## src/rtl/pwm_tmr_pkg.sv

```systemverilog
package pwm_tmr_pkg;
  typedef enum logic [1:0] {
    RA_CTRL = 2'd0,
    RA_TOP  = 2'd1,
    RA_DUTY = 2'd2,
    RA_FLAG = 2'd3
  } reg_addr_e;

  localparam int CTL_W      = 4;
  localparam int CTL_OVF_IE = 2;
  localparam int CTL_CMP_IE = 3;
  localparam int NUM_FLAGS  = 2;
  localparam int FLG_OVF    = 0;
  localparam int FLG_CMP    = 1;

  // Polarity stage: mode 2'b10 passes, 2'b11 inverts, others park low.
  function automatic logic drive_pin(input logic [1:0] mode, input logic raw);
    logic pin;
    unique case (mode)
      2'b10:   pin = raw;
      2'b11:   pin = ~raw;
      default: pin = 1'b0;
    endcase
    return pin;
  endfunction
endpackage

```

## src/rtl/pwm_counter.sv

```systemverilog
module pwm_counter #(
  parameter int W = 8
) (
  input  logic         clk,
  input  logic         rst_n,
  input  logic         tick_en,
  input  logic [W-1:0] top,
  output logic [W-1:0] cnt,
  output logic         wrap_evt
);
  // Wrap on reaching or passing the ceiling, so a lowered ceiling still wraps.
  assign wrap_evt = tick_en && (cnt >= top);

  always_ff @(posedge clk) begin
    if (!rst_n) begin
      cnt <= '0;
    end else if (tick_en) begin
      cnt <= wrap_evt ? '0 : cnt + 1'b1;
    end
  end
endmodule

```

## src/rtl/pwm_compare.sv

```systemverilog
module pwm_compare #(
  parameter int W = 8
) (
  input  logic         clk,
  input  logic         rst_n,
  input  logic         tick_en,
  input  logic         wr_duty,
  input  logic [W-1:0] wdata,
  input  logic         wrap_evt,
  input  logic [W-1:0] cnt,
  input  logic [W-1:0] top,
  output logic [W-1:0] hold_q,
  output logic [W-1:0] active_q,
  output logic         match_evt,
  output logic         raw_lvl
);
  // Normal-polarity level: zero duty low, duty at/above ceiling high, else cnt < duty.
  function automatic logic duty_level(input logic [W-1:0] c,
                                      input logic [W-1:0] d,
                                      input logic [W-1:0] t);
    logic lvl;
    if (d == '0)      lvl = 1'b0;
    else if (d >= t)  lvl = 1'b1;
    else              lvl = (c < d);
    return lvl;
  endfunction

  always_ff @(posedge clk) begin
    if (!rst_n) begin
      hold_q <= '0;
    end else if (wr_duty) begin
      hold_q <= wdata;
    end
  end

  always_ff @(posedge clk) begin
    if (!rst_n) begin
      active_q <= '0;
    end else if (wrap_evt) begin
      active_q <= hold_q;
    end
  end

  assign match_evt = tick_en && (cnt == active_q);
  assign raw_lvl   = duty_level(cnt, active_q, top);
endmodule

```

## src/rtl/pwm_flag_bank.sv

```systemverilog
module pwm_flag_bank #(
  parameter int N = 2
) (
  input  logic         clk,
  input  logic         rst_n,
  input  logic [N-1:0] set_evt,
  input  logic [N-1:0] clr_mask,
  output logic [N-1:0] flags
);
  for (genvar i = 0; i < N; i++) begin : g_flag
    always_ff @(posedge clk) begin
      if (!rst_n) begin
        flags[i] <= 1'b0;
      end else if (set_evt[i]) begin
        flags[i] <= 1'b1;
      end else if (clr_mask[i]) begin
        flags[i] <= 1'b0;
      end
    end
  end
endmodule

```

## src/rtl/pwm_timer8.sv

```systemverilog
module pwm_timer8
  import pwm_tmr_pkg::*;
#(
  parameter int W = 8
) (
  input  logic         clk,
  input  logic         rst_n,
  input  logic         tick_en,
  input  logic         glob_irq_en,
  input  logic         bus_we,
  input  logic [1:0]   bus_addr,
  input  logic [W-1:0] bus_wdata,
  output logic [W-1:0] bus_rdata,
  output logic         pwm_out,
  output logic         ovf_irq,
  output logic         cmp_irq
);
  localparam int CPAD = W - CTL_W;
  localparam int FPAD = W - NUM_FLAGS;

  logic [CTL_W-1:0]     ctrl_q;
  logic [W-1:0]         top_q;
  logic [W-1:0]         cnt_q;
  logic [W-1:0]         hold_q;
  logic [W-1:0]         active_q;
  logic                 wrap_evt;
  logic                 match_evt;
  logic                 raw_lvl;
  logic [NUM_FLAGS-1:0] flags_q;
  logic [NUM_FLAGS-1:0] set_evt;
  logic [NUM_FLAGS-1:0] clr_mask;
  logic                 wr_ctrl, wr_top, wr_duty, wr_flag;
  reg_addr_e            addr;

  assign addr    = reg_addr_e'(bus_addr);
  assign wr_ctrl = bus_we && (addr == RA_CTRL);
  assign wr_top  = bus_we && (addr == RA_TOP);
  assign wr_duty = bus_we && (addr == RA_DUTY);
  assign wr_flag = bus_we && (addr == RA_FLAG);

  always_ff @(posedge clk) begin
    if (!rst_n) begin
      ctrl_q <= '0;
    end else if (wr_ctrl) begin
      ctrl_q <= bus_wdata[CTL_W-1:0];
    end
  end

  always_ff @(posedge clk) begin
    if (!rst_n) begin
      top_q <= '1;
    end else if (wr_top) begin
      top_q <= bus_wdata;
    end
  end

  pwm_counter #(.W(W)) u_cnt (
    .clk      (clk),
    .rst_n    (rst_n),
    .tick_en  (tick_en),
    .top      (top_q),
    .cnt      (cnt_q),
    .wrap_evt (wrap_evt)
  );

  pwm_compare #(.W(W)) u_cmp (
    .clk       (clk),
    .rst_n     (rst_n),
    .tick_en   (tick_en),
    .wr_duty   (wr_duty),
    .wdata     (bus_wdata),
    .wrap_evt  (wrap_evt),
    .cnt       (cnt_q),
    .top       (top_q),
    .hold_q    (hold_q),
    .active_q  (active_q),
    .match_evt (match_evt),
    .raw_lvl   (raw_lvl)
  );

  assign set_evt[FLG_OVF]  = wrap_evt;
  assign set_evt[FLG_CMP]  = match_evt;
  assign clr_mask          = wr_flag ? bus_wdata[NUM_FLAGS-1:0] : '0;

  pwm_flag_bank #(.N(NUM_FLAGS)) u_flg (
    .clk      (clk),
    .rst_n    (rst_n),
    .set_evt  (set_evt),
    .clr_mask (clr_mask),
    .flags    (flags_q)
  );

  assign pwm_out = drive_pin(ctrl_q[1:0], raw_lvl);
  assign ovf_irq = flags_q[FLG_OVF] && ctrl_q[CTL_OVF_IE] && glob_irq_en;
  assign cmp_irq = flags_q[FLG_CMP] && ctrl_q[CTL_CMP_IE] && glob_irq_en;

  always_comb begin
    unique case (addr)
      RA_CTRL: bus_rdata = {{CPAD{1'b0}}, ctrl_q};
      RA_TOP:  bus_rdata = top_q;
      RA_DUTY: bus_rdata = hold_q;
      RA_FLAG: bus_rdata = {{FPAD{1'b0}}, flags_q};
      default: bus_rdata = '0;
    endcase
  end
endmodule

```

## config.mk

```make
export PLATFORM = sky130hd
export DESIGN_NAME = pwm_timer8
export DESIGN_NICKNAME = d
export VERILOG_FILES = /design/src/rtl/pwm_tmr_pkg.sv /design/src/rtl/pwm_counter.sv /design/src/rtl/pwm_compare.sv /design/src/rtl/pwm_flag_bank.sv /design/src/rtl/pwm_timer8.sv
export SDC_FILE = /design/constraint.sdc
export NUM_CORES = 1
export LEC_CHECK = 0
export ABC_AREA = 1
export BUFFER_PORTS_ARGS = -buffer_cell sky130_fd_sc_hd__buf_2
export CAP_MARGIN = 20
export CORE_MARGIN = 4
export CORE_UTILIZATION = 60
export DETAILED_ROUTE_END_ITERATION = 8
export PLACE_DENSITY = 0.79
export REMOVE_ABC_BUFFERS = 1
export SYNTH_ARGS = -nofsm -noshare
export SYNTH_HDL_FRONTEND = slang
export SYNTH_SLANG_ARGS = --single-unit
export TNS_END_PERCENT = 20
```

## constraint.sdc

```tcl
create_clock -name clk -period 3.1 [get_ports clk]
set_clock_uncertainty 0.2 [all_clocks]
set_input_delay 0.775 -clock clk [delete_from_list [all_inputs] [get_ports clk]]
set_output_delay 0.775 -clock clk [all_outputs]
set_load 0.02 [all_outputs]
```

## After elaboration in Yosys (flattened, before gate mapping)

Index checks and enable logic that the tools add are counted.

| operators by class | value |
|---|---|
| add/subtract/negate cells | 1 |
| $lt $le $gt $ge | 3 |
| equality and inequality tests | 6 |
| muxes and demuxes | 10 |
| bitwise operators | 1 |
| reductions and logical operators | 14 |

Operator list:

| kind | number |
|---|---|
| case mux 8 bit (4 select lines) | 1 |
| >= comparator 8 bit | 2 |
| logical AND 1 bit | 10 |
| adder 8 x 1 -> 8 bit, second input constant | 1 |
| equality test 2 bit, second input constant | 4 |
| equality test 8 bit | 1 |
| zero test 8 bit | 1 |
| < comparator 8 bit | 1 |
| 2-to-1 mux 8 bit | 1 |
| 2-to-1 mux 1 bit | 6 |
| nonzero test 2 bit | 2 |
| equality test 2 x 1 -> 1 bit, second input constant | 1 |
| zero test 2 bit | 1 |
| 2-to-1 mux 2 bit | 1 |
| case mux 1 bit (2 select lines) | 1 |
| inverter 1 bit | 1 |

| storage, ports and cells | value |
|---|---|
| register bits after elaboration | 38 |
| input port bits | 15 |
| logic and storage cells | 42 |

## Depth between registers and ports, before layout

Gate-level depths: netlist of run 1.

| depth | value |
|---|---|
| depth in word-level cells | 5 |
| gate-level depth with buffers | 13 |

## Modules after synthesis

A second synthesis of run 1 with hierarchy kept.

| second synthesis, totals | value |
|---|---|
| cells, all modules | 339 |
| area, all modules | 2411.1 sq um |

By module, submodules not included:

| module | times used | cells an instance | area each (sq um) |
|---|---|---|---|
| pwm_compare | 1 | 137 | 989.7 |
| pwm_timer8 | 1 | 111 | 768.2 |
| pwm_counter | 1 | 80 | 576.8 |
| pwm_flag_bank | 1 | 11 | 76.3 |

## Worst setup path after synthesis of run 1

No wires, ideal clock.

| path | value |
|---|---|
| kind | input to output |
| start point | input port bus_addr[1] |
| end point | output port bus_rdata[1] |
| arrival | 1.583 ns |
| data required time | 2.125 ns |
| path slack | 0.542 ns |
| cell stages on the path | 4 |
| path through | buf_6 -> nor2_1 -> inv_1 -> o21ai_0 |

| on the way | value |
|---|---|
| longest elaborated chain between the ends | 2 |
| elaborated cells on any way between the ends | 5 |

RTL lines:

| what | RTL line | text |
|---|---|---|
| from (decl) | pwm_timer8.sv:11 | `input logic [1:0] bus_addr,` |
| equality test 2 bit, or another cell as far along | pwm_timer8.sv:98 | `unique case (addr)` |
| case mux 8 bit (4 select lines) (*) | pwm_timer8.sv:98 |  |
| to (decl) | pwm_timer8.sv:13 | `output logic [W-1:0] bus_rdata,` |

Mark *: on every way between the ends. The rest lies on a longest branch, timed or not.

## Worst setup path after layout of run 1

| path | value |
|---|---|
| start point | register u_cmp.active_q[6] |
| end point | output port pwm_out |

| on the way | value |
|---|---|
| longest elaborated chain between the ends | 5 |
| elaborated cells on any way between the ends | 7 |

RTL lines:

| what | RTL line | text |
|---|---|---|
| from (decl) | pwm_compare.sv:13 | `output logic [W-1:0] active_q,` |
| from (signal assigned) | pwm_compare.sv:40 | `active_q <= hold_q;` |
| < comparator 8 bit or >= comparator 8 bit (tied branches) | pwm_compare.sv:24, pwm_compare.sv:23 |  |
| 2-to-1 mux 1 bit | pwm_compare.sv:23 | `else if (d >= t) lvl = 1'b1;` |
| 2-to-1 mux 1 bit (*) | pwm_compare.sv:22 | `if (d == '0) lvl = 1'b0;` |
| inverter 1 bit | pwm_tmr_pkg.sv:21 | `2'b11: pin = ~raw;` |
| case mux 1 bit (2 select lines) (*) | pwm_tmr_pkg.sv:19 | `unique case (mode)` |
| to (decl) | pwm_timer8.sv:14 | `output logic pwm_out,` |

Marks and branches as above.

==> flow_summary.html, run 1 <==
<table>
<tr><th>Metric</th><th>Value</th></tr>
<tr><th colspan="2">Run status</th></tr>
<tr><td>Result of the run</td><td>finished clean</td></tr>
<tr><th colspan="2">STA</th></tr>
<tr><td>Post-route clock period utilization</td><td>92.0%</td></tr>
<tr><td>Headroom to the max-slew limit</td><td>62.6%</td></tr>
<tr><td>Transition time of the tightest slew-check pin</td><td>0.559 ns</td></tr>
<tr><td>Total count of max-transition violations in the final report</td><td>0</td></tr>
<tr><td>Fmax</td><td>roughly 350 MHz</td></tr>
<tr><td>Final-report hold violation count</td><td>0</td></tr>
<tr><td>Sum Neg Setup Slack</td><td>0 ns</td></tr>
<tr><td>Setup slack of the critical path after layout</td><td>0.248 ns</td></tr>
<tr><td>RSZ-0062 raised after global routing</td><td>no</td></tr>
<tr><td>Count of final setup violators</td><td>0</td></tr>
<tr><td>Clock period minus final worst setup slack</td><td>2.85 ns</td></tr>
<tr><th colspan="2">Routing</th></tr>
<tr><td>Count of TritonRoute iterations in the first routing pass</td><td>4</td></tr>
<tr><td>Antenna violation net count after detailed routing</td><td>0</td></tr>
<tr><td>Total number of vias</td><td>2011</td></tr>
<tr><td>DRC violation count after routing</td><td>0</td></tr>
<tr><td>Average wire length per cell after detail routing</td><td>about 13 um</td></tr>
<tr><td>Ratio of routed vias to standard cells</td><td>5.21</td></tr>
<tr><td>WL final</td><td>between 4000 and 5000 um</td></tr>
<tr><td>Iteration-0 DRC Markers</td><td>between 70 and 80</td></tr>
<tr><th colspan="2">Power and ir drop</th></tr>
<tr><td>Reported leakage power</td><td>0.00124 uW</td></tr>
<tr><td>Total power density per cell area</td><td>429 nW/um^2</td></tr>
<tr><td>VDD IR-drop max</td><td>between 0.0002 and 0.0003 V</td></tr>
<tr><th colspan="2">Floorplanning</th></tr>
<tr><td>Die Ht</td><td>69.7 um</td></tr>
<tr><td>Row Count</td><td>22</td></tr>
<tr><td>Core area</td><td>3660 um^2</td></tr>
<tr><td>Starting utilization of the core area</td><td>between 60% and 70%</td></tr>
<tr><td>X dimension of the die</td><td>69.7 um</td></tr>
<tr><td>Full die area</td><td>4850 um^2</td></tr>
<tr><td>I/O pin count</td><td>26</td></tr>
<tr><th colspan="2">Setup path</th></tr>
<tr><td>Count of buffering cells on the critical path with inverters included</td><td>2</td></tr>
<tr><td>Critical path required time</td><td>2.12 ns</td></tr>
<tr><td>Maximum fanout count along the critical path</td><td>4</td></tr>
<tr><td>Series of cell instances along the critical path</td><td>inv_1 &gt; ha_1 &gt; nand2_1 &gt; nor2_1 &gt; nand2_1 &gt; nand2_1 &gt; nand3_1 &gt; nand2_1 &gt; nand2_1 &gt; nand2_1 &gt; buf_2</td></tr>
<tr><td>FF-to-FF Start</td><td>u_cnt.cnt[0]$_SDFFE_PN0P_</td></tr>
<tr><td>Type of the setup path with the least slack</td><td>reg -&gt; out</td></tr>
<tr><td>Critical Path AT</td><td>between 1.5 and 2 ns</td></tr>
<tr><td>Startpoint class of the critical path</td><td>register</td></tr>
<tr><td>CP Launch Point</td><td>u_cmp.active_q[6]$_SDFFE_PN0N_</td></tr>
<tr><td>Top cell by count, worst path</td><td>sky130_fd_sc_hd__nand2_1</td></tr>
<tr><td>Top delay family on crit path</td><td>simple AND/OR/NAND/NOR gates</td></tr>
<tr><td>Crit. End Element</td><td>output pin</td></tr>
<tr><td>Delay of the slowest cell on the worst path</td><td>0.42 ns</td></tr>
<tr><td>Cell with the largest stage delay on the worst path</td><td>sky130_fd_sc_hd__dfxtp_1</td></tr>
<tr><th colspan="2">Global routing</th></tr>
<tr><td>Total congestion overflow after global routing</td><td>0</td></tr>
<tr><td>Maximum number of pins on one net before global-route repair</td><td>31</td></tr>
<tr><td>Number of global-route vias before repair</td><td>1836</td></tr>
<tr><td>Global-route total usage across every layer</td><td>between 20% and 30%</td></tr>
<tr><td>Wire length of the first global-routing pass</td><td>8360 um</td></tr>
<tr><td>Number of antenna violations at the first check in global routing</td><td>0</td></tr>
<tr><th colspan="2">Hold path</th></tr>
<tr><td>Min-Delay Startpoint</td><td>u_cmp.hold_q[1]$_SDFFE_PN0P_</td></tr>
<tr><td>HP Class</td><td>reg -&gt; reg</td></tr>
<tr><th colspan="2">Synth</th></tr>
<tr><td>Async S/R FF share, synth</td><td>0%</td></tr>
<tr><td>Post-synth top flop</td><td>sky130_fd_sc_hd__dfxtp_1</td></tr>
<tr><td>Number of synthesized register bits</td><td>38</td></tr>
<tr><td>Synthesized area</td><td>2280 um^2</td></tr>
<tr><td>Number of enable flip-flop cells after synthesis</td><td>0</td></tr>
<tr><td>Most area-hungry cell type in the Yosys netlist</td><td>sky130_fd_sc_hd__dfxtp_1</td></tr>
<tr><td>Post-synthesis sequential area ratio</td><td>33.3%</td></tr>
<tr><td>Number of distinct standard cells referenced by the synthesized netlist</td><td>31</td></tr>
<tr><td>Fraction of synthesized cell area taken by the top area cell type</td><td>33.3%</td></tr>
<tr><td>Top post-synthesis cells by area</td><td>sky130_fd_sc_hd__dfxtp_1, sky130_fd_sc_hd__ha_1, sky130_fd_sc_hd__nand2_1</td></tr>
<tr><td>Most numerous cell in the Yosys netlist</td><td>sky130_fd_sc_hd__nand2_1</td></tr>
<tr><td>Number of warnings issued by yosys</td><td>0</td></tr>
<tr><td>Most frequent cells after synthesis</td><td>sky130_fd_sc_hd__nand2_1, sky130_fd_sc_hd__inv_1, sky130_fd_sc_hd__dfxtp_1</td></tr>
<tr><td>Cell count after synthesis</td><td>approximately 310</td></tr>
<tr><td>Syn_area_per_cell</td><td>7.29 um^2</td></tr>
<tr><th colspan="2">Placement</th></tr>
<tr><td>Number of input and output port buffers inserted</td><td>25</td></tr>
<tr><td>Post-Place Worst Slack</td><td>0.368 ns</td></tr>
<tr><td>Placed instance count</td><td>378</td></tr>
<tr><td>Placer Congestion</td><td>0.800</td></tr>
<tr><td>HPWL after detailed placement</td><td>3640 um</td></tr>
<tr><td>Placed cell area</td><td>2410 um^2</td></tr>
<tr><th colspan="2">CTS</th></tr>
<tr><td>Clock tree from TritonCTS</td><td>yes</td></tr>
<tr><td>Number of buffers between clock root and the deepest sink</td><td>2</td></tr>
<tr><td>Number of gates given a new drive strength after cts</td><td>0</td></tr>
<tr><td>Later-pin clock latency in the skew report</td><td>0.30 ns</td></tr>
<tr><td>Hold buffer count at CTS</td><td>0</td></tr>
<tr><td>Number of H-tree levels</td><td>2</td></tr>
<tr><td>Clock sink total</td><td>38</td></tr>
<tr><td>Number of clock buffers inserted by TritonCTS</td><td>5</td></tr>
<tr><td>Clock Pin Slew Worst Setup and Hold Paths</td><td>around 0.080 ns</td></tr>
<tr><td>Library cell used as clock root buffer</td><td>sky130_fd_sc_hd__clkbuf_8</td></tr>
<tr><td>Post CTS Setup Buffer Count</td><td>0</td></tr>
<tr><th colspan="2">Final layout</th></tr>
<tr><td>Layout filler cell count</td><td>about 320</td></tr>
<tr><td>ANT cells</td><td>0</td></tr>
<tr><td>Non-Filler Instances</td><td>386</td></tr>
<tr><td>Fraction of final layout cells with drive strength greater than 1</td><td>12.1%</td></tr>
<tr><td>Layout overhead on the synthesized area</td><td>10.7%</td></tr>
<tr><td>Post-route cell area</td><td>2530 um^2</td></tr>
<tr><td>Total number of nets in the final design</td><td>377</td></tr>
<tr><th colspan="2">Job</th></tr>
<tr><td>Number of max-cap violations</td><td>0</td></tr>
</table>
[final timing paths]
path / end / cells after the start / slack [ns]
min reg2reg: u_cmp.hold_q[1]$_SDFFE_PN0P_ / 2 / 0.29
min: u_cmp.hold_q[1]$_SDFFE_PN0P_ / 2 / 0.29
max reg2reg: u_cnt.cnt[7]$_SDFFE_PN0P_ / 11 / 0.98
max: pwm_out / 11 / 0.25
[cell type report]
cell class | instances | area [um^2] | area share (%)
Clock buffer | 5 | 68.8 | 2.72
Clock inverter | 3 | 45.0 | 1.78
Inverter | 47 | 179 | 7.08
Multi-Input combinational cell | 219 | 1280 | 50.7
Sequential cell | 38 | 761 | 30.1
Tap cell | 48 | 60.1 | 2.38
Timing Repair Buffer | 26 | 133 | 5.25
[state kept, by name, indices dropped and copies added, names as in the netlist]
name,cells
top_q,8
u_cmp.active_q,8
u_cmp.hold_q,8
u_cnt.cnt,8
ctrl_q,4
u_flg.flags,2
[metal layers]
metal	vias up	share of wire, %	global-route usage [%]
met5	-	0	0
met4	0	1.5	6.81
met2	33	48	35.7
met3	7	4.9	4.35
li1	1072	-	-
met1	899	46	26.9
[worst min-delay path: cells and delay by family (launching register included)]
kind / cells / cell delay, ns
flip-flops: 1 / 0.30
buffers and inverters: 1 / 0.08
AO/OA/AOI/OAI: 1 / 0.06
[cell families after synthesis]
logic type | count (synthesis) | share of synthesized area (%)
multiplexers | 1 | 0.439
buffers and inverters | 56 | 10.6
XOR/XNOR | 7 | 2.69
AO/OA/AOI/OAI | 60 | 15.1
AND/OR/NAND/NOR | 126 | 24.2
flip-flops | 38 | 33.3
adder cells (fa/ha/maj) | 25 | 13.7
[where the power goes]
group	switching [uW]	internal [uW]
combinational	88.5	46.7
sequential	10.7	505
clock	194	239
total	293	791
[stage by stage]
step	util, %	total power [uW]	hold slack (ns)
floorplan	-	610	0.243
global placement	65.9	658	0.280
detailed placement	65.9	661	0.285
CTS	69.0	1090	0.296
global route	69.0	1130	0.328
finish	69.0	1080	0.292
[cell usage in the layout, fill, tap and decap left out, types with 2 or more instances in the layout]
master / n
sky130_fd_sc_hd__nand2_1: 64
sky130_fd_sc_hd__clkbuf_8: 5
sky130_fd_sc_hd__o21a_1: 2
sky130_fd_sc_hd__dfxtp_1: 38
sky130_fd_sc_hd__nor4_1: 2
sky130_fd_sc_hd__o221ai_1: 2
sky130_fd_sc_hd__o211ai_1: 7
sky130_fd_sc_hd__nor2_8: 2
sky130_fd_sc_hd__ha_1: 25
sky130_fd_sc_hd__xor2_1: 5
sky130_fd_sc_hd__o21ai_0: 15
sky130_fd_sc_hd__xnor2_1: 2
sky130_fd_sc_hd__inv_1: 45
sky130_fd_sc_hd__o22ai_1: 4
sky130_fd_sc_hd__clkinvlp_4: 2
sky130_fd_sc_hd__a21oi_1: 27
sky130_fd_sc_hd__buf_2: 25
sky130_fd_sc_hd__nand4_1: 2
sky130_fd_sc_hd__nor2_1: 35
sky130_fd_sc_hd__nand3_1: 18
Note: power is estimated with default switching activity, not from simulation.
==> inputs of run 2 (changes only) <==
Settings changed: CORE_ASPECT_RATIO from default to 0.5, CORE_UTILIZATION 60 to 52, PLACE_DENSITY 0.79 to 0.72.
Clock period 3.1 ns to 2.4 ns, I/O delays scaled along.
==> run 2 against run 1 <==
  * The run now ends with setup timing left
  * Critical path depth grew 3
  * Wire length grew 27%
  * Worst hold slack lost 0.010 ns
  * Register-to-register slack lost 0.73 ns
  * Sequential power grew 28%
  * Sequential share of layout area shrank 2.7 points
  * First-iteration DRC count grew 73%
  * Cell area grew 15%
  * Highest routed layer unchanged
==> flow_summary.html, run 2 (same netlist as run 1, synthesis figures left out) <==
<table>
<tr><th>Metric</th><th>Value</th></tr>
<tr><th colspan="2">Routing</th></tr>
<tr><td>Total number of vias</td><td>2263 (was 2011)</td></tr>
<tr><td>Iteration-0 DRC Markers</td><td>135 (was 78)</td></tr>
<tr><td>DRC violation count after routing</td><td>0 (unchanged)</td></tr>
<tr><td>Ratio of routed vias to standard cells</td><td>5.47 (was 5.21)</td></tr>
<tr><td>Count of TritonRoute iterations in the first routing pass</td><td>4 (unchanged)</td></tr>
<tr><td>Antenna violation net count after detailed routing</td><td>0 (unchanged)</td></tr>
<tr><td>Average wire length per cell after detail routing</td><td>14.9 um (was 12.5 um)</td></tr>
<tr><td>WL final</td><td>6160 um (was 4840 um)</td></tr>
<tr><th colspan="2">Global routing</th></tr>
<tr><td>Global-route total usage across every layer</td><td>24.5% (was 21.1%)</td></tr>
<tr><td>Most used routing layer in global routing</td><td>met2 (unchanged)</td></tr>
<tr><td>Met1 Usage GRT</td><td>31.7% (was 26.9%)</td></tr>
<tr><td>Total congestion overflow after global routing</td><td>0 (unchanged)</td></tr>
<tr><td>Number of antenna violations at the first check in global routing</td><td>0 (unchanged)</td></tr>
<tr><td>Grt met2 use</td><td>40.7% (was 35.7%)</td></tr>
<tr><td>Global-route met3 utilization</td><td>6.11% (was 4.35%)</td></tr>
<tr><td>Maximum number of pins on one net before global-route repair</td><td>31 (unchanged)</td></tr>
<tr><td>Number of global-route vias before repair</td><td>2207 (was 1836)</td></tr>
<tr><td>Wire length of the first global-routing pass</td><td>10300 um (was 8360 um)</td></tr>
<tr><th colspan="2">Setup path</th></tr>
<tr><td>Register-to-register setup slack</td><td>0.25 ns (was 0.98 ns)</td></tr>
<tr><td>Critical Path AT</td><td>1.72 ns (was 1.88 ns)</td></tr>
<tr><td>Startpoint class of the critical path</td><td>register (unchanged)</td></tr>
<tr><td>CP Launch Point</td><td>u_cnt.cnt[0]$_SDFFE_PN0P_ (was u_cmp.active_q[6]$_SDFFE_PN0N_)</td></tr>
<tr><td>Number of cell instances on the worst register-to-register path</td><td>11 (unchanged)</td></tr>
<tr><td>Maximum fanout count along the critical path</td><td>3 (was 4)</td></tr>
<tr><td>Type of the setup path with the least slack</td><td>reg -&gt; out (unchanged)</td></tr>
<tr><td>Crit. End Element</td><td>output pin (unchanged)</td></tr>
<tr><td>FF-to-FF Start</td><td>top_q[7]$_SDFFE_PN1P_ (was u_cnt.cnt[0]$_SDFFE_PN0P_)</td></tr>
<tr><td>Endpoint of the worst register-to-register path</td><td>u_cnt.cnt[7]$_SDFFE_PN0P_ (unchanged)</td></tr>
<tr><td>Critical path required time</td><td>1.60 ns (was 2.12 ns)</td></tr>
<tr><th colspan="2">Power and ir drop</th></tr>
<tr><td>Total power density per cell area</td><td>496 nW/um^2 (was 429 nW/um^2)</td></tr>
<tr><td>Reported leakage power</td><td>0.00136 uW (was 0.00124 uW)</td></tr>
<tr><td>Total Power</td><td>1440 uW (was 1080 uW)</td></tr>
<tr><td>VDD IR-drop max</td><td>0.000351 V (was 0.000281 V)</td></tr>
<tr><th colspan="2">Final layout</th></tr>
<tr><td>Commonest cells after routing, fill and taps aside</td><td>sky130_fd_sc_hd__nand2_1, sky130_fd_sc_hd__inv_1, sky130_fd_sc_hd__nor2_1 (was sky130_fd_sc_hd__nand2_1, sky130_fd_sc_hd__inv_1, sky130_fd_sc_hd__dfxtp_1)</td></tr>
<tr><td>Total number of nets in the final design</td><td>399 (was 377)</td></tr>
<tr><td>Post-route cell area</td><td>2900 um^2 (was 2530 um^2)</td></tr>
<tr><td>Layout overhead on the synthesized area</td><td>27.2% (was 10.7%)</td></tr>
<tr><td>Most frequent standard cell in the layout excluding fill and tap cells</td><td>sky130_fd_sc_hd__nand2_1 (unchanged)</td></tr>
<tr><td>Fraction of final layout cells with drive strength greater than 1</td><td>30.6% (was 12.1%)</td></tr>
<tr><td>ANT cells</td><td>0 (unchanged)</td></tr>
<tr><th colspan="2">Placement</th></tr>
<tr><td>Number of input and output port buffers inserted</td><td>25 (unchanged)</td></tr>
<tr><td>Placer Congestion</td><td>0.876 (was 0.800)</td></tr>
<tr><td>Placed cell area</td><td>2490 um^2 (was 2410 um^2)</td></tr>
<tr><td>HPWL after detailed placement</td><td>4220 um (was 3640 um)</td></tr>
<tr><th colspan="2">Floorplanning</th></tr>
<tr><td>Full die area</td><td>5580 um^2 (was 4850 um^2)</td></tr>
<tr><td>Row Count</td><td>16 (was 22)</td></tr>
<tr><td>Die Ht</td><td>54.8 um (was 69.7 um)</td></tr>
<tr><td>Starting utilization of the core area</td><td>56.2% (was 62.3%)</td></tr>
<tr><td>I/O pin count</td><td>26 (unchanged)</td></tr>
<tr><td>X dimension of the die</td><td>102 um (was 69.7 um)</td></tr>
<tr><td>Core area</td><td>4060 um^2 (was 3660 um^2)</td></tr>
<tr><th colspan="2">STA</th></tr>
<tr><td>Clock period minus final worst setup slack</td><td>2.52 ns</td></tr>
<tr><td>Post-route clock period utilization</td><td>105%</td></tr>
<tr><td>Transition time of the tightest slew-check pin</td><td>0.541 ns (was 0.559 ns)</td></tr>
<tr><td>Final-report hold violation count</td><td>0 (unchanged)</td></tr>
<tr><td>Setup slack of the critical path after layout</td><td>-0.122 ns (was 0.248 ns)</td></tr>
<tr><td>Headroom to the max-slew limit</td><td>63.8% (was 62.6%)</td></tr>
<tr><td>Total count of max-transition violations in the final report</td><td>0 (unchanged)</td></tr>
<tr><td>Count of final setup violators</td><td>1 (was 0)</td></tr>
<tr><td>Fmax</td><td>approximately 400 MHz</td></tr>
<tr><td>RSZ-0062 raised after global routing</td><td>yes (was no)</td></tr>
<tr><th colspan="2">CTS</th></tr>
<tr><td>Later-pin clock latency in the skew report</td><td>0.30 ns (about the same)</td></tr>
<tr><td>Number of clock buffers inserted by TritonCTS</td><td>5 (unchanged)</td></tr>
<tr><td>Clock sink total</td><td>38 (unchanged)</td></tr>
<tr><td>Number of H-tree levels</td><td>2 (unchanged)</td></tr>
<tr><td>Library cell used as clock root buffer</td><td>sky130_fd_sc_hd__clkbuf_8 (unchanged)</td></tr>
<tr><td>Clock tree from TritonCTS</td><td>yes (unchanged)</td></tr>
<tr><td>Number of buffers between clock root and the deepest sink</td><td>2 (unchanged)</td></tr>
<tr><td>Clock Pin Slew Worst Setup and Hold Paths</td><td>0.09 ns (was 0.08 ns)</td></tr>
<tr><th colspan="2">Hold path</th></tr>
<tr><td>HP Class</td><td>reg -&gt; reg (unchanged)</td></tr>
<tr><td>Number of stages on the worst hold path</td><td>2 (unchanged)</td></tr>
<tr><td>Min-Delay Startpoint</td><td>ctrl_q[3]$_SDFFE_PN0P_ (was u_cmp.hold_q[1]$_SDFFE_PN0P_)</td></tr>
<tr><td>Hold worst-path end</td><td>ctrl_q[3]$_SDFFE_PN0P_ (was u_cmp.hold_q[1]$_SDFFE_PN0P_)</td></tr>
<tr><th colspan="2">Job</th></tr>
<tr><td>Number of max-cap violations</td><td>0 (unchanged)</td></tr>
<tr><th colspan="2">Run status</th></tr>
<tr><td>Result of the run</td><td>finished, violations left (was finished clean)</td></tr>
<tr><td>Violated checks</td><td>setup timing</td></tr>
</table>
run 2: cell count changes in the layout (fill, tap and decap cells not counted), moves of 4 or more:
cell | previous run | this run
sky130_fd_sc_hd__ha_1 | 25 | 16
sky130_fd_sc_hd__nor2_1 | 35 | 31
sky130_fd_sc_hd__buf_4 | 1 | 23
sky130_fd_sc_hd__dfxtp_4 | 0 | 6
sky130_fd_sc_hd__nand2_1 | 64 | 57
sky130_fd_sc_hd__dfxtp_2 | 0 | 10
sky130_fd_sc_hd__nor2_2 | 1 | 5
sky130_fd_sc_hd__ha_4 | 0 | 9
sky130_fd_sc_hd__inv_2 | 1 | 7
sky130_fd_sc_hd__nand2_2 | 1 | 7
sky130_fd_sc_hd__dfxtp_1 | 38 | 22
sky130_fd_sc_hd__inv_1 | 45 | 37
run 2: worst max-delay path by stage:
| stage | endpoint | cells after the start | slack, ns |
|---|---|---|---|
| after floorplan | pwm_out | 11 | 0.32 |
| after global placement | bus_rdata[1] | 6 | 0.07 |
| after detailed placement | bus_rdata[1] | 6 | 0.05 |
| after CTS | pwm_out | 11 | -0.06 |
| after global routing | pwm_out | 14 | -0.20 |
| final | pwm_out | 14 | -0.12 |
run 2: stage by stage:
stage	instances	utilization [%]	hold slack, ns	worst slack (ns)	TNS, ns
finish	414	71.4	0.282	-0.122	-0.122
global placement	394	61.4	0.272	0.0732	0
floorplan	304	-	0.243	0.321	0
global route	414	71.4	0.315	-0.204	-0.204
detailed placement	394	61.4	0.270	0.0498	0
CTS	413	70.5	0.283	-0.0636	-0.0636
run 2: area by class of cell:
class / count / area, um^2
Clock inverter: 3 / 45.0
Multi-Input combinational cell: 219 / 1440
Timing Repair Buffer: 48 / 304
Inverter: 47 / 184
Tap cell: 54 / 67.6
Clock buffer: 5 / 68.8
Fill cell: 320 / 1160
Sequential cell: 38 / 796
run 2: critical path: stages (launching register included):
cell and delay [ns]:
sky130_fd_sc_hd__dfxtp_4 0.36, sky130_fd_sc_hd__inv_1 0.06, sky130_fd_sc_hd__ha_1 0.20, sky130_fd_sc_hd__inv_1 0.07
sky130_fd_sc_hd__nand2_2 0.05, sky130_fd_sc_hd__nand2_2 0.06, sky130_fd_sc_hd__nand2_2 0.06, sky130_fd_sc_hd__nand2_1 0.05
sky130_fd_sc_hd__nand2_1 0.04, sky130_fd_sc_hd__nand2_1 0.08, sky130_fd_sc_hd__nand3_2 0.08, sky130_fd_sc_hd__nand2_1 0.07
sky130_fd_sc_hd__nand2_1 0.05, sky130_fd_sc_hd__nand2_1 0.07, sky130_fd_sc_hd__buf_6 0.11
run 2: power breakdown:
part | total [uW] | internal, uW | switching, uW
Clock | 567 | 309 | 258
Sequential | 661 | 648 | 13.3
Combinational | 211 | 78.4 | 133
Total | 1440 | 1040 | 404
run 2: what timing repair did:
item	CTS	global route
hold buffers	0	0
setup endpoints to repair	1	2
cloned	0	0
pin swaps	17	8
resized for setup	46	12
buffers inserted	11	1
run 2: metal layers:
layer	routed length [um]	share of wire, %
met4	103	1.7
met2	2710	44
met3	417	6.8
met1	2930	48
met5	0	0
